===== config.mk =====
export PLATFORM = sky130hd
export DESIGN_NAME = seqflash_engine
export DESIGN_NICKNAME = d
export VERILOG_FILES = /design/src/rtl/sfe_pkg.sv /design/src/rtl/sfe_ctrl.sv /design/src/rtl/sfe_datapath.sv /design/src/rtl/seqflash_engine.sv
export SDC_FILE = /design/constraint.sdc
export NUM_CORES = 2
export LEC_CHECK = 0
export BUFFER_PORTS_ARGS = -buffer_cell sky130_fd_sc_hd__buf_2
export CORE_ASPECT_RATIO = 0.7
export CORE_MARGIN = 2
export CORE_UTILIZATION = 50
export DETAILED_ROUTE_END_ITERATION = 8
export MAX_ROUTING_LAYER = met4
export PLACE_DENSITY = 0.68
export RECOVER_POWER = 25
export SLEW_MARGIN = 0
export SYNTH_ARGS = -nofsm -noshare
export SYNTH_HDL_FRONTEND = slang
export SYNTH_SLANG_ARGS = --single-unit

===== constraint.sdc =====
create_clock -name clk -period 3.8 [get_ports clk]
set_input_delay 0.57 -clock clk [delete_from_list [all_inputs] [get_ports clk]]
set_output_delay 0.57 -clock clk [all_outputs]
set_load 0.1 [all_outputs]

===== src/rtl/sfe_pkg.sv =====
package sfe_pkg;
  localparam logic [5:0] OP_STOP  = 6'd0;
  localparam logic [5:0] OP_CMD   = 6'd1;
  localparam logic [5:0] OP_ADDR  = 6'd2;
  localparam logic [5:0] OP_DUMMY = 6'd3;
  localparam logic [5:0] OP_READ  = 6'd4;
  localparam logic [5:0] OP_WRITE = 6'd5;

  localparam logic [7:0] REG_CTRL = 8'h00;
  localparam logic [7:0] REG_KEY  = 8'h04;
  localparam logic [7:0] REG_LOCK = 8'h08;
  localparam logic [7:0] REG_ADDR = 8'h0C;
  localparam logic [7:0] REG_TRIG = 8'h10;
  localparam logic [7:0] REG_TXQ  = 8'h14;
  localparam logic [7:0] REG_STAT = 8'h18;

  typedef struct packed {
    logic [5:0] op;
    logic [1:0] pad;
    logic [7:0] arg;
  } instr_t;

  typedef struct packed {
    logic       ldCmd;
    logic       ldAddr;
    logic       addrWide;
    logic       ldTx;
    logic       shiftEn;
    logic       pushRx;
    logic [7:0] cmdByte;
  } strobe_t;
endpackage


===== src/rtl/sfe_ctrl.sv =====
module sfe_ctrl
  import sfe_pkg::*;
#(
  parameter int NUM_SEQ = 8,
  localparam int SEQ_W = $clog2(NUM_SEQ),
  localparam int TBL_AW = SEQ_W + 2
) (
  input  logic              clk,
  input  logic              rstN,
  input  logic              trigFire,
  input  logic [SEQ_W-1:0]  trigId,
  input  logic [7:0]        trigCnt,
  input  logic [31:0]       tblWord,
  output logic [TBL_AW-1:0] tblIdx,
  output strobe_t           stb,
  output logic              busy,
  output logic              csN,
  output logic              sck
);
  typedef enum logic [2:0] {S_IDLE, S_DECODE, S_SHIFT, S_NEXT, S_END} state_e;

  state_e           state, decNext;
  logic [SEQ_W-1:0] seqId;
  logic [2:0]       slot;
  logic [7:0]       remBits, remBytes, cntOvr, decBits, decBytes, len;
  logic [5:0]       curOp;
  logic             phase;
  instr_t           cur;

  assign tblIdx = {seqId, slot[2:1]};
  assign cur    = slot[0] ? tblWord[31:16] : tblWord[15:0];
  assign busy   = (state != S_IDLE);
  assign csN    = (state == S_IDLE) || (state == S_END);
  assign sck    = (state == S_SHIFT) && phase;

  always_comb begin
    stb      = '0;
    decNext  = S_SHIFT;
    decBits  = 8'd8;
    decBytes = 8'd1;
    len      = (cntOvr != 8'd0) ? cntOvr : cur.arg;
    if (state == S_DECODE) begin
      case (cur.op)
        OP_CMD: begin
          stb.ldCmd   = 1'b1;
          stb.cmdByte = cur.arg;
        end
        OP_ADDR: begin
          stb.ldAddr   = 1'b1;
          stb.addrWide = (cur.arg == 8'd32);
          decBits      = (cur.arg == 8'd32) ? 8'd32 : 8'd24;
        end
        OP_DUMMY:
          if (cur.arg == 8'd0) decNext = S_NEXT;
          else begin
            stb.ldCmd = 1'b1;
            decBits   = cur.arg;
          end
        OP_READ:
          if (len == 8'd0) decNext = S_NEXT;
          else begin
            stb.ldCmd = 1'b1;
            decBytes  = len;
          end
        OP_WRITE:
          if (len == 8'd0) decNext = S_NEXT;
          else begin
            stb.ldTx = 1'b1;
            decBytes = len;
          end
        default: decNext = S_END;
      endcase
    end
    if (state == S_SHIFT && phase) begin
      stb.shiftEn = 1'b1;
      if (remBits == 8'd1) begin
        if (curOp == OP_READ) stb.pushRx = 1'b1;
        if (curOp == OP_WRITE && remBytes != 8'd1) stb.ldTx = 1'b1;
      end
    end
  end

  always_ff @(posedge clk or negedge rstN) begin
    if (!rstN) begin
      state    <= S_IDLE;
      seqId    <= '0;
      slot     <= '0;
      remBits  <= '0;
      remBytes <= '0;
      cntOvr   <= '0;
      curOp    <= OP_STOP;
      phase    <= 1'b0;
    end else begin
      case (state)
        S_IDLE:
          if (trigFire) begin
            seqId  <= trigId;
            cntOvr <= trigCnt;
            slot   <= '0;
            state  <= S_DECODE;
          end
        S_DECODE: begin
          curOp    <= cur.op;
          phase    <= 1'b0;
          remBits  <= decBits;
          remBytes <= decBytes;
          state    <= decNext;
        end
        S_SHIFT: begin
          phase <= ~phase;
          if (phase) begin
            if (remBits == 8'd1) begin
              if (remBytes == 8'd1) state <= S_NEXT;
              else begin
                remBytes <= remBytes - 8'd1;
                remBits  <= 8'd8;
              end
            end else begin
              remBits <= remBits - 8'd1;
            end
          end
        end
        S_NEXT:
          if (slot == 3'd7) state <= S_END;
          else begin
            slot  <= slot + 3'd1;
            state <= S_DECODE;
          end
        default: state <= S_IDLE;
      endcase
    end
  end
endmodule


===== src/rtl/sfe_datapath.sv =====
module sfe_datapath
  import sfe_pkg::*;
#(
  parameter int          NUM_SEQ  = 8,
  parameter int          RX_BYTES = 128,
  parameter int          TX_BYTES = 64,
  parameter logic [31:0] LOCK_KEY = 32'h5AF0_5AF0,
  localparam int SEQ_W = $clog2(NUM_SEQ),
  localparam int TBL_AW = SEQ_W + 2
) (
  input  logic              clk,
  input  logic              rstN,
  input  logic              cfgWe,
  input  logic [7:0]        cfgAddr,
  input  logic [31:0]       cfgWdata,
  output logic [31:0]       cfgRdata,
  input  logic              miso,
  output logic              mosi,
  input  logic              busy,
  input  strobe_t           stb,
  input  logic [TBL_AW-1:0] tblIdx,
  output logic [31:0]       tblWord,
  output logic              trigFire,
  output logic [SEQ_W-1:0]  trigId,
  output logic [7:0]        trigCnt
);
  localparam int TBL_WORDS = NUM_SEQ * 4;
  localparam int RX_WORDS  = RX_BYTES / 4;
  localparam int TX_WORDS  = TX_BYTES / 4;
  localparam int RXW_AW    = $clog2(RX_WORDS);
  localparam int TXW_AW    = $clog2(TX_WORDS);
  localparam int RXC_W     = $clog2(RX_BYTES + 1);
  localparam int TXC_W     = $clog2(TX_BYTES + 1);

  logic [31:0]      tbl   [TBL_WORDS];
  logic [31:0]      rxMem [RX_WORDS];
  logic [31:0]      txMem [TX_WORDS];
  logic             locked, keyArmed;
  logic [31:0]      flashAddr, shiftReg, stat;
  logic [7:0]       rxShift, rxByte, txByte;
  logic [RXC_W-1:0] rxFill;
  logic [TXC_W-1:0] txFill, txRd;
  logic             tblHit, rxHit, clrRx, clrTx;

  assign tblHit   = (cfgAddr[7:6] == 2'b01) && (cfgAddr[5:0] < 6'(TBL_WORDS));
  assign rxHit    = cfgAddr[7] && (cfgAddr[6:0] < 7'(RX_WORDS));
  assign clrRx    = cfgWe && (cfgAddr == REG_CTRL) && cfgWdata[0];
  assign clrTx    = cfgWe && (cfgAddr == REG_CTRL) && cfgWdata[1];
  assign trigFire = cfgWe && (cfgAddr == REG_TRIG) && !busy;
  assign trigId   = cfgWdata[8 +: SEQ_W];
  assign trigCnt  = cfgWdata[7:0];
  assign tblWord  = tbl[tblIdx];
  assign mosi     = shiftReg[31];
  assign rxByte   = {rxShift[6:0], miso};
  assign txByte   = (txRd < txFill) ? txMem[txRd[TXW_AW+1:2]][8*txRd[1:0] +: 8] : 8'h00;

  always_ff @(posedge clk or negedge rstN) begin
    if (!rstN) begin
      for (int i = 0; i < TBL_WORDS; i++) tbl[i] <= '0;
    end else if (cfgWe && tblHit && !locked) begin
      tbl[cfgAddr[TBL_AW-1:0]] <= cfgWdata;
    end
  end

  always_ff @(posedge clk or negedge rstN) begin
    if (!rstN) begin
      locked    <= 1'b1;
      keyArmed  <= 1'b0;
      flashAddr <= '0;
    end else if (cfgWe) begin
      keyArmed <= (cfgAddr == REG_KEY) && (cfgWdata == LOCK_KEY);
      if (cfgAddr == REG_LOCK && keyArmed) begin
        if (cfgWdata[1:0] == 2'b10) locked <= 1'b0;
        else if (cfgWdata[1:0] == 2'b01) locked <= 1'b1;
      end
      if (cfgAddr == REG_ADDR) flashAddr <= cfgWdata;
    end
  end

  always_ff @(posedge clk or negedge rstN) begin
    if (!rstN) begin
      shiftReg <= '0;
      rxShift  <= '0;
    end else begin
      if (stb.ldCmd)       shiftReg <= {stb.cmdByte, 24'h0};
      else if (stb.ldAddr) shiftReg <= stb.addrWide ? flashAddr : {flashAddr[23:0], 8'h0};
      else if (stb.ldTx)   shiftReg <= {txByte, 24'h0};
      else if (stb.shiftEn) shiftReg <= {shiftReg[30:0], 1'b0};
      if (stb.shiftEn) rxShift <= rxByte;
    end
  end

  always_ff @(posedge clk or negedge rstN) begin
    if (!rstN) rxFill <= '0;
    else if (clrRx) rxFill <= '0;
    else if (stb.pushRx && rxFill < RXC_W'(RX_BYTES)) rxFill <= rxFill + 1'b1;
  end

  always_ff @(posedge clk) begin
    if (!clrRx && stb.pushRx && rxFill < RXC_W'(RX_BYTES))
      rxMem[rxFill[RXW_AW+1:2]][8*rxFill[1:0] +: 8] <= rxByte;
    if (cfgWe && cfgAddr == REG_TXQ && !clrTx && txFill < TXC_W'(TX_BYTES))
      txMem[txFill[TXW_AW+1:2]] <= cfgWdata;
  end

  always_ff @(posedge clk or negedge rstN) begin
    if (!rstN) begin
      txFill <= '0;
      txRd   <= '0;
    end else if (clrTx) begin
      txFill <= '0;
      txRd   <= '0;
    end else begin
      if (cfgWe && cfgAddr == REG_TXQ && txFill < TXC_W'(TX_BYTES))
        txFill <= txFill + TXC_W'(4);
      if (stb.ldTx && txRd < TXC_W'(TX_BYTES)) txRd <= txRd + 1'b1;
    end
  end

  always_comb begin
    stat = {30'h0, locked, busy} | (32'(rxFill) << 8) | (32'(txFill) << 16);
    cfgRdata = '0;
    if (cfgAddr == REG_STAT)      cfgRdata = stat;
    else if (cfgAddr == REG_ADDR) cfgRdata = flashAddr;
    else if (tblHit)              cfgRdata = tbl[cfgAddr[TBL_AW-1:0]];
    else if (rxHit)               cfgRdata = rxMem[cfgAddr[RXW_AW-1:0]];
  end
endmodule


===== src/rtl/seqflash_engine.sv =====
module seqflash_engine
  import sfe_pkg::*;
#(
  parameter int          NUM_SEQ  = 8,
  parameter int          RX_BYTES = 128,
  parameter int          TX_BYTES = 64,
  parameter logic [31:0] LOCK_KEY = 32'h5AF0_5AF0
) (
  input  logic        clk,
  input  logic        rstN,
  input  logic        cfgWe,
  input  logic [7:0]  cfgAddr,
  input  logic [31:0] cfgWdata,
  output logic [31:0] cfgRdata,
  output logic        csN,
  output logic        sck,
  output logic        mosi,
  input  logic        miso
);
  localparam int SEQ_W  = $clog2(NUM_SEQ);
  localparam int TBL_AW = SEQ_W + 2;

  strobe_t           stb;
  logic              busy, trigFire;
  logic [SEQ_W-1:0]  trigId;
  logic [7:0]        trigCnt;
  logic [TBL_AW-1:0] tblIdx;
  logic [31:0]       tblWord;

  sfe_datapath #(
    .NUM_SEQ(NUM_SEQ), .RX_BYTES(RX_BYTES), .TX_BYTES(TX_BYTES), .LOCK_KEY(LOCK_KEY)
  ) u_dp (
    .clk(clk), .rstN(rstN), .cfgWe(cfgWe), .cfgAddr(cfgAddr), .cfgWdata(cfgWdata),
    .cfgRdata(cfgRdata), .miso(miso), .mosi(mosi), .busy(busy), .stb(stb),
    .tblIdx(tblIdx), .tblWord(tblWord), .trigFire(trigFire), .trigId(trigId),
    .trigCnt(trigCnt)
  );

  sfe_ctrl #(.NUM_SEQ(NUM_SEQ)) u_ctrl (
    .clk(clk), .rstN(rstN), .trigFire(trigFire), .trigId(trigId), .trigCnt(trigCnt),
    .tblWord(tblWord), .tblIdx(tblIdx), .stb(stb), .busy(busy), .csN(csN), .sck(sck)
  );
endmodule


# Yosys cells after proc, flatten, opt, wreduce, memory -nomap -nowiden
# Memory sizes are Yosys's and may differ from the RTL's.
# Index checks and enable logic that the tools add are counted.
op_classes:
  n_addsub: 7
  multipliers: 0
  div: 0
  magnitude_cmp: 9
  eq_ne: 33
  shift: 3
  muxes: 72
  bitwise_logic: 5
  n_reduce_logical: 49
ops:
  columns: ["operator", "count"]
  rows:
  - ["$bwmux W1024", 1]
  - ["$mux W32", 15]
  - ["$bmux W32 S5", 2]
  - ["$demux W32 S5", 1]
  - ["$mux W8", 15]
  - ["$pmux W8 S2", 3]
  - ["$neg A5 Y34", 1]
  - ["$shift A8 B34 Y32 const A", 1]
  - ["$shiftx A8 B34 Y32", 1]
  - ["$eq A32 B31 Y1 const B", 1]
  - ["$or A32 B23 Y32", 1]
  - ["$shiftx A32 B6 Y8", 1]
  - ["$mux W7", 4]
  - ["$eq A6 B3 Y1 const B", 4]
  - ["$eq A8 B5 Y1 const B", 3]
  - ["$logic_not A8 Y1", 3]
  - ["$mux W3", 8]
  - ["$logic_and A1 B1 Y1", 22]
  - ["$eq A8 B1 Y1 const B", 2]
  - ["$eq A8 B4 Y1 const B", 2]
  - ["$mux W16", 1]
  - ["$or A2 B16 Y16", 1]
  - ["$sub A8 B1 Y8 const B", 2]
  - ["$lt A7 B7 Y1 const B", 2]
  - ["other kinds (45)", 81]
totals:
  register_bits: 1159
  latch_bits: 0
  ramBits: 1536
  rom_bits: 0
  inputBits: 44
  out_inout_bits: 35
  word_cells: 228
  memories: 2
memory_table:
  columns: ["memory", "words", "width", "read_ports", "rd_ports_with_merged_regs", "wr", "line", "source"]
  rows:
  - ["u_dp.rxMem", 32, 32, 1, 0, 1, "sfe_datapath.sv:36", "logic [31:0] rxMem [RX_WORDS];"]
  - ["u_dp.txMem", 16, 32, 1, 0, 1, "sfe_datapath.sv:37", "logic [31:0] txMem [TX_WORDS];"]

# Longest topological paths before layout
logic_depth:
  ltp_word: 17
  ltp_mapped: 17
  depth_no_buf: 11

# Hierarchy
# From an unflattened synthesis, not the netlist that was laid out.
unflattened:
  cells_unflattened: 6936
  hier_area_um2: 122007.0
by_module_without_submodules:
  columns: ["mod", "instances", "cells_per_inst", "area_per_inst_um2", "seq_area_each_um2"]
  rows:
  - ["sfe_datapath", 1, 6633, 119230.6, 74077.3]
  - ["sfe_ctrl", 1, 303, 2776.4, 1001.0]

# Worst setup path after synthesis
# OpenSTA, ideal clock, no wires.
synth_timing:
  path_type: "input -> output"
  start: "input cfgAddr[0]"
  end: "output cfgRdata[0]"
  t_arrival_ns: 4.800
  t_required_ns: 3.230
  path_slack_ns: -1.570
  path_stages: 8
  n_path_buf: 4
  cell_sequence: "clkbuf_1 > clkbuf_1 > buf_1 > buf_1 > mux4_2 > mux4_2 > mux2i_1 > o21ai_0"
synth_between:
  elab_chain_cells: 7
  word_cells_on_any_way: 15
  cone_classes: "order compare: 2; eq/ne: 2; mux: 7; bitwise: 1; reduce/logical: 2; memory: 1"
synth_rtl:
  columns: ["element", "line", "source"]
  rows:
  - ["start, declared", "seqflash_engine.sv:12", "input logic [7:0] cfgAddr,"]
  - ["$not A5 Y6 (not written as such)", "sfe_datapath.sv:125", "else if (tblHit) cfgRdata = tbl[cfgAddr[TBL_AW-1:0]];"]
  - ["$bmux W32 S5", "sfe_datapath.sv:125", null]
  - ["$mux W32 (not written as such) (2 in a row)", "sfe_datapath.sv:125", null]
  - ["$mux W32", "sfe_datapath.sv:125", null]
  - ["$mux W32", "sfe_datapath.sv:124", "else if (cfgAddr == REG_ADDR) cfgRdata = flashAddr;"]
  - ["$mux W32 (*)", "sfe_datapath.sv:123", "if (cfgAddr == REG_STAT) cfgRdata = stat;"]
  - ["end, declared", "seqflash_engine.sv:14", "output logic [31:0] cfgRdata,"]
# Mark *: on every way between the ends. The rest lies on a longest branch, timed or not. The select of a mux whose other input is x is not followed.

# Worst setup path in the final report
layout_timing:
  start: "register u_ctrl.slot[1]"
  end: "register u_dp.shiftReg[30]"
layout_between:
  elab_chain_cells: 16
  word_cells_on_any_way: 30
  cone_classes: "eq/ne: 6; mux: 20; bitwise: 1; reduce/logical: 3"
layout_rtl:
  columns: ["element", "line", "source"]
  rows:
  - ["start, declared", "sfe_ctrl.sv:24", "logic [2:0] slot;"]
  - ["start signal, assigned", "sfe_ctrl.sv:126", "slot <= slot + 3'd1;"]
  - ["$not A5 Y6 (not written as such) (*)", "sfe_datapath.sv:52", "assign tblWord = tbl[tblIdx];"]
  - ["$bmux W32 S5 (*)", "sfe_datapath.sv:52", null]
  - ["$mux W32 (not written as such) (*) (2 in a row)", "sfe_datapath.sv:52", null]
  - ["$mux W16 (*)", "sfe_ctrl.sv:31", "assign cur = slot[0] ? tblWord[31:16] : tblWord[15:0];"]
  - ["$mux W8", "sfe_ctrl.sv:41", "len = (cntOvr != 8'd0) ? cntOvr : cur.arg;"]
  - ["$logic_not A8 Y1", "sfe_ctrl.sv:60, sfe_ctrl.sv:66", null]
  - ["$mux W1", "sfe_ctrl.sv:60, sfe_ctrl.sv:66", null]
  - ["$mux W1", "sfe_ctrl.sv:43", "case (cur.op)"]
  - ["$mux W4", "sfe_ctrl.sv:42", "if (state == S_DECODE) begin"]
  - ["$mux W1", "sfe_ctrl.sv:78", "if (curOp == OP_WRITE && remBytes != 8'd1) stb.ldTx = 1'b1;"]
  - ["$mux W1", "sfe_ctrl.sv:76", "if (remBits == 8'd1) begin"]
  - ["$mux W3", "sfe_ctrl.sv:74", "if (state == S_SHIFT && phase) begin"]
  - ["$mux W32", "sfe_datapath.sv:87", "else if (stb.ldTx) shiftReg <= {txByte, 24'h0};"]
  - ["$mux W32", "sfe_datapath.sv:86", "else if (stb.ldAddr) shiftReg <= stb.addrWide ? flashAddr : {flashAddr[23:0], 8'h0};"]
  - ["$mux W32", "sfe_datapath.sv:85", "if (stb.ldCmd) shiftReg <= {stb.cmdByte, 24'h0};"]
  - ["end signal, assigned", "sfe_datapath.sv:85", null]
  - ["end signal, assigned", "sfe_datapath.sv:86", null]
  - ["end signal, assigned", "sfe_datapath.sv:87", null]
  - ["end, declared", "sfe_datapath.sv:39", "logic [31:0] flashAddr, shiftReg, stat;"]
# Marks and branches as above.
# A chain may end at the register's enable or synchronous reset.

==> metrics.csv <==
metric,value,unit
initial antenna violation count,16,
Yosys cell types,78,
CP Capture Point,u_dp.shiftReg[30],
critical path class,register to register,
Fmax,245,MHz
crit-path leading delay family,compound AO/OA/AOI/OAI gates,
share of cells above drive strength 1,48.6,%
first-pass GRT wire length,531000,µm
Clock Skew,0.0777,ns
final cycle utilization of the critical path,108,%
Worst Setup End Kind,register,
"critical path, cell by cell","buf_8, buf_12, buf_16, buf_16, buf_4, mux4_2, mux2_4, o22ai_2, or3_4, a211o_1, nor2_2, o41a_4, a21boi_2, a221o_1, a221o_1",
setup TNS,-10.12,ns
worst r2r path cells,15,
Final setup violation count,72,
Hold Path Origin,miso,
area of the multi-input gates,44600,µm²
GPL Wtd Cong,0.959,
ANT nets after route,0,
Worst EP arrival,4.84,ns
fin nets,7445,
number of synthesized flops with an enable pin,1536,
DR pass1 iterations,6,
VDD IR max,0.393,mV
TritonCTS Sinks,2693,
Tot GR Track Use,31.5,%
Worst setup SP type,register,
# H-tree levels,5,
Slew @ Worst Pin,3.07,ns
number of global-route vias before repair,70006,
failing checks,"capacitance limit, slew limit, setup timing",
Num CTS Buffers,268,
"Net Count, Synth",6734,
clk slew on worst S/H paths,0.06,ns
root buf cell,clkbuf_16,
Die Area,244000,µm²
per-cell routed wire length,34.8,µm
Post-Syn Area,120000,µm²
Skew-Pair Late Insertion Delay,0.87,ns
final number of hold-violating endpoints,0,
max_cap viols,38,
Layout Utilization,60.0,%
Critical Path Max Stage Delay,0.51,ns
Worst R2R Setup Slack,-0.29,ns
core area,239000,µm²
Power per Cell Area,469,nW/µm²
syn avg cell area,18.0,µm²
final critical-path setup slack,-0.289,ns
Ys Warns,0,
Post-Synthesis Cells,6667,
Post-DP Area,130000,µm²
largest net degree at the start of global routing,132,
top_reg_cell synth,edfxtp_1,
HPWL after DPL,240000,µm
Hold WS,0.133,ns
WP depth,15,
CTS tree,yes,
final WL,375000,µm
worst-path maximum fanout,8,
drc violations,0,
Port-buffer cells,78,
design area,143000,µm²
die height,414,µm
Cell Rows,150,
WP data required,4.55,ns
r2r endpoint,u_dp.shiftReg[30],
Async SR Flop Fraction,43.0,%
initial DRC count,9958,
Starting Density,50.3,%
filler cell count,17199,
Via-to-Cell Ratio,6.65,
Slew Limit Fails,2125,
vias after detailed routing,71640,
register area,75100,µm²
"Seq/Total Area, Yosys",62.6,%
worst-case clock buffer depth,4,
leakage power,0.0551,µW
"commonest non-fill, non-tap cells in the layout","edfxtp_1, dfrtp_1, mux2_2, mux4_2, buf_4",
die width,590,µm
Final min period,4.09,ns
Worst Path Buf+Inv,5,
worst setup path start,u_ctrl.slot[1],
Crit-path slowest cell,dfrtp_4,
status,"complete, but fails checks",
R2R Path Start,u_ctrl.slot[1],
I/O pin count,79,
"most common cell after layout, fill and taps aside",edfxtp_1,
area grow syn2layout,19.4,%
unrepaired setup endpoints after global routing,yes,
grt ovf,0,
hold crit path type,input port to register,
#FFs+latches synth,2693,
Slew HR,-105,%
-- cells in the mapped netlist, types with 9 or more instances --
cell type / count / area (µm²)
a211oi_1: 12 / 90.1
buf_1: 107 / 402
o21ai_0: 96 / 480
a21o_1: 20 / 150
or3_1: 9 / 56.3
a22oi_1: 82 / 616
buf_4: 16 / 120
a31oi_1: 9 / 56.3
a22o_1: 9 / 78.8
a221o_1: 13 / 130
mux2_2: 1056 / 11900
nor2_1: 230 / 863
nand4_1: 12 / 75.1
o22ai_1: 26 / 163
nor3b_1: 9 / 67.6
nor3_1: 27 / 135
dfrtp_1: 1156 / 28900
edfxtp_1: 1536 / 46100
nand2_1: 194 / 728
a21oi_1: 101 / 505
mux4_2: 982 / 22100
clkbuf_1: 362 / 1360
buf_6: 16 / 180
ha_1: 23 / 288
and2_1: 49 / 307
buf_2: 37 / 185
or4_1: 10 / 75.1
nor2b_1: 37 / 231
inv_1: 32 / 120
nand3_1: 47 / 235
nand2b_1: 16 / 100
or2_2: 10 / 62.6
mux2i_1: 204 / 2040
nor4_1: 11 / 68.8
-- sequential cells by signal (all words and copies together), names as in the netlist --
register	count
u_dp.rxFill	8
u_dp.shiftReg	32
u_dp.rxShift	7
u_dp.keyArmed	1
u_dp.txFill	5
u_dp.txRd	7
u_dp.txMem	512
u_ctrl.curOp	6
u_ctrl.seqId	3
u_ctrl.remBytes	8
u_ctrl.slot	3
u_dp.rxMem	1024
u_ctrl.cntOvr	8
u_dp.flashAddr	32
u_ctrl.phase	1
u_ctrl.remBits	8
u_ctrl.state	3
u_dp.locked	1
u_dp.tbl	1024
-- metal layers --
layer	wire length, µm	track usage, %
met1	159000	47.1
met4	12500	9.37
met3	46100	8.93
met5	0	-
met2	157000	41.9
-- per-stage QoR --
step / instances / power [µW] / setup WS (ns)
final: 10780 / 67200 / -0.289
after floorplan: 6667 / 36800 / -0.246
after detailed placement: 10104 / 39900 / -0.880
after CTS: 10671 / 66900 / -0.216
after global placement: 10104 / 39800 / -0.845
after global routing: 10774 / 69100 / -0.340
-- cell type report --
cell class / instances / area share, %
Sequential cell: 2693 / 52.4
Tap cell: 3192 / 2.79
Inverter: 36 / 0.0978
Clock inverter: 112 / 0.776
Multi-Input combinational cell: 3400 / 31.1
Timing Repair Buffer: 979 / 7.58
Antenna cell: 11 / 0.0192
Clock buffer: 357 / 5.20
-- logic make-up (layout without fill, tap and decap cells) --
kind of cell / count (synthesis) / count (layout) / share of synthesized area (%)
flip-flops: 2693 / 2693 / 62.6
multiplexers: 2242 / 2242 / 30.0
AND/OR/NAND/NOR: 693 / 693 / 2.76
buffers and inverters: 574 / 1484 / 1.98
AO/OA/AOI/OAI: 434 / 434 / 2.37
adder cells (fa/ha/maj): 23 / 23 / 0.240
XOR/XNOR: 8 / 8 / 0.0584
other: 0 / 11 / 0
-- where the power goes --
| group | leakage (µW) | switching (µW) | internal (µW) |
|---|---|---|---|
| clock network | 0.00420 | 11400 | 15100 |
| logic | 0.0215 | 4570 | 3960 |
| registers | 0.0294 | 633 | 31500 |
| total | 0.0551 | 16600 | 50600 |
-- what timing repair did --
item / CTS / global route
setup endpoints to repair: 87 / 144
hold endpoints to repair: 42 / 0
buffers inserted: 99 / 92
pin swaps: 97 / 89
hold buffers: 2 / 0
gates cloned: 12 / 18
gates resized for setup: 362 / 214
-- how the worst min path moves through the flow --
stage          depth (start not counted)                 end  slack (ns)
2_1_floorplan                          0    u_ctrl.cntOvr[0]        0.27
3_3_place_gp                           2     u_ctrl.curOp[1]        0.46
3_5_place_dp                           1   u_dp.shiftReg[18]        0.47
4_1_cts                                1  u_dp.txMem[11][21]        0.05
5_1_grt                                2     u_dp.rxShift[0]        0.09
6_report                               2     u_dp.rxShift[0]        0.13
No activity file was read; power rests on OpenSTA's default activity.
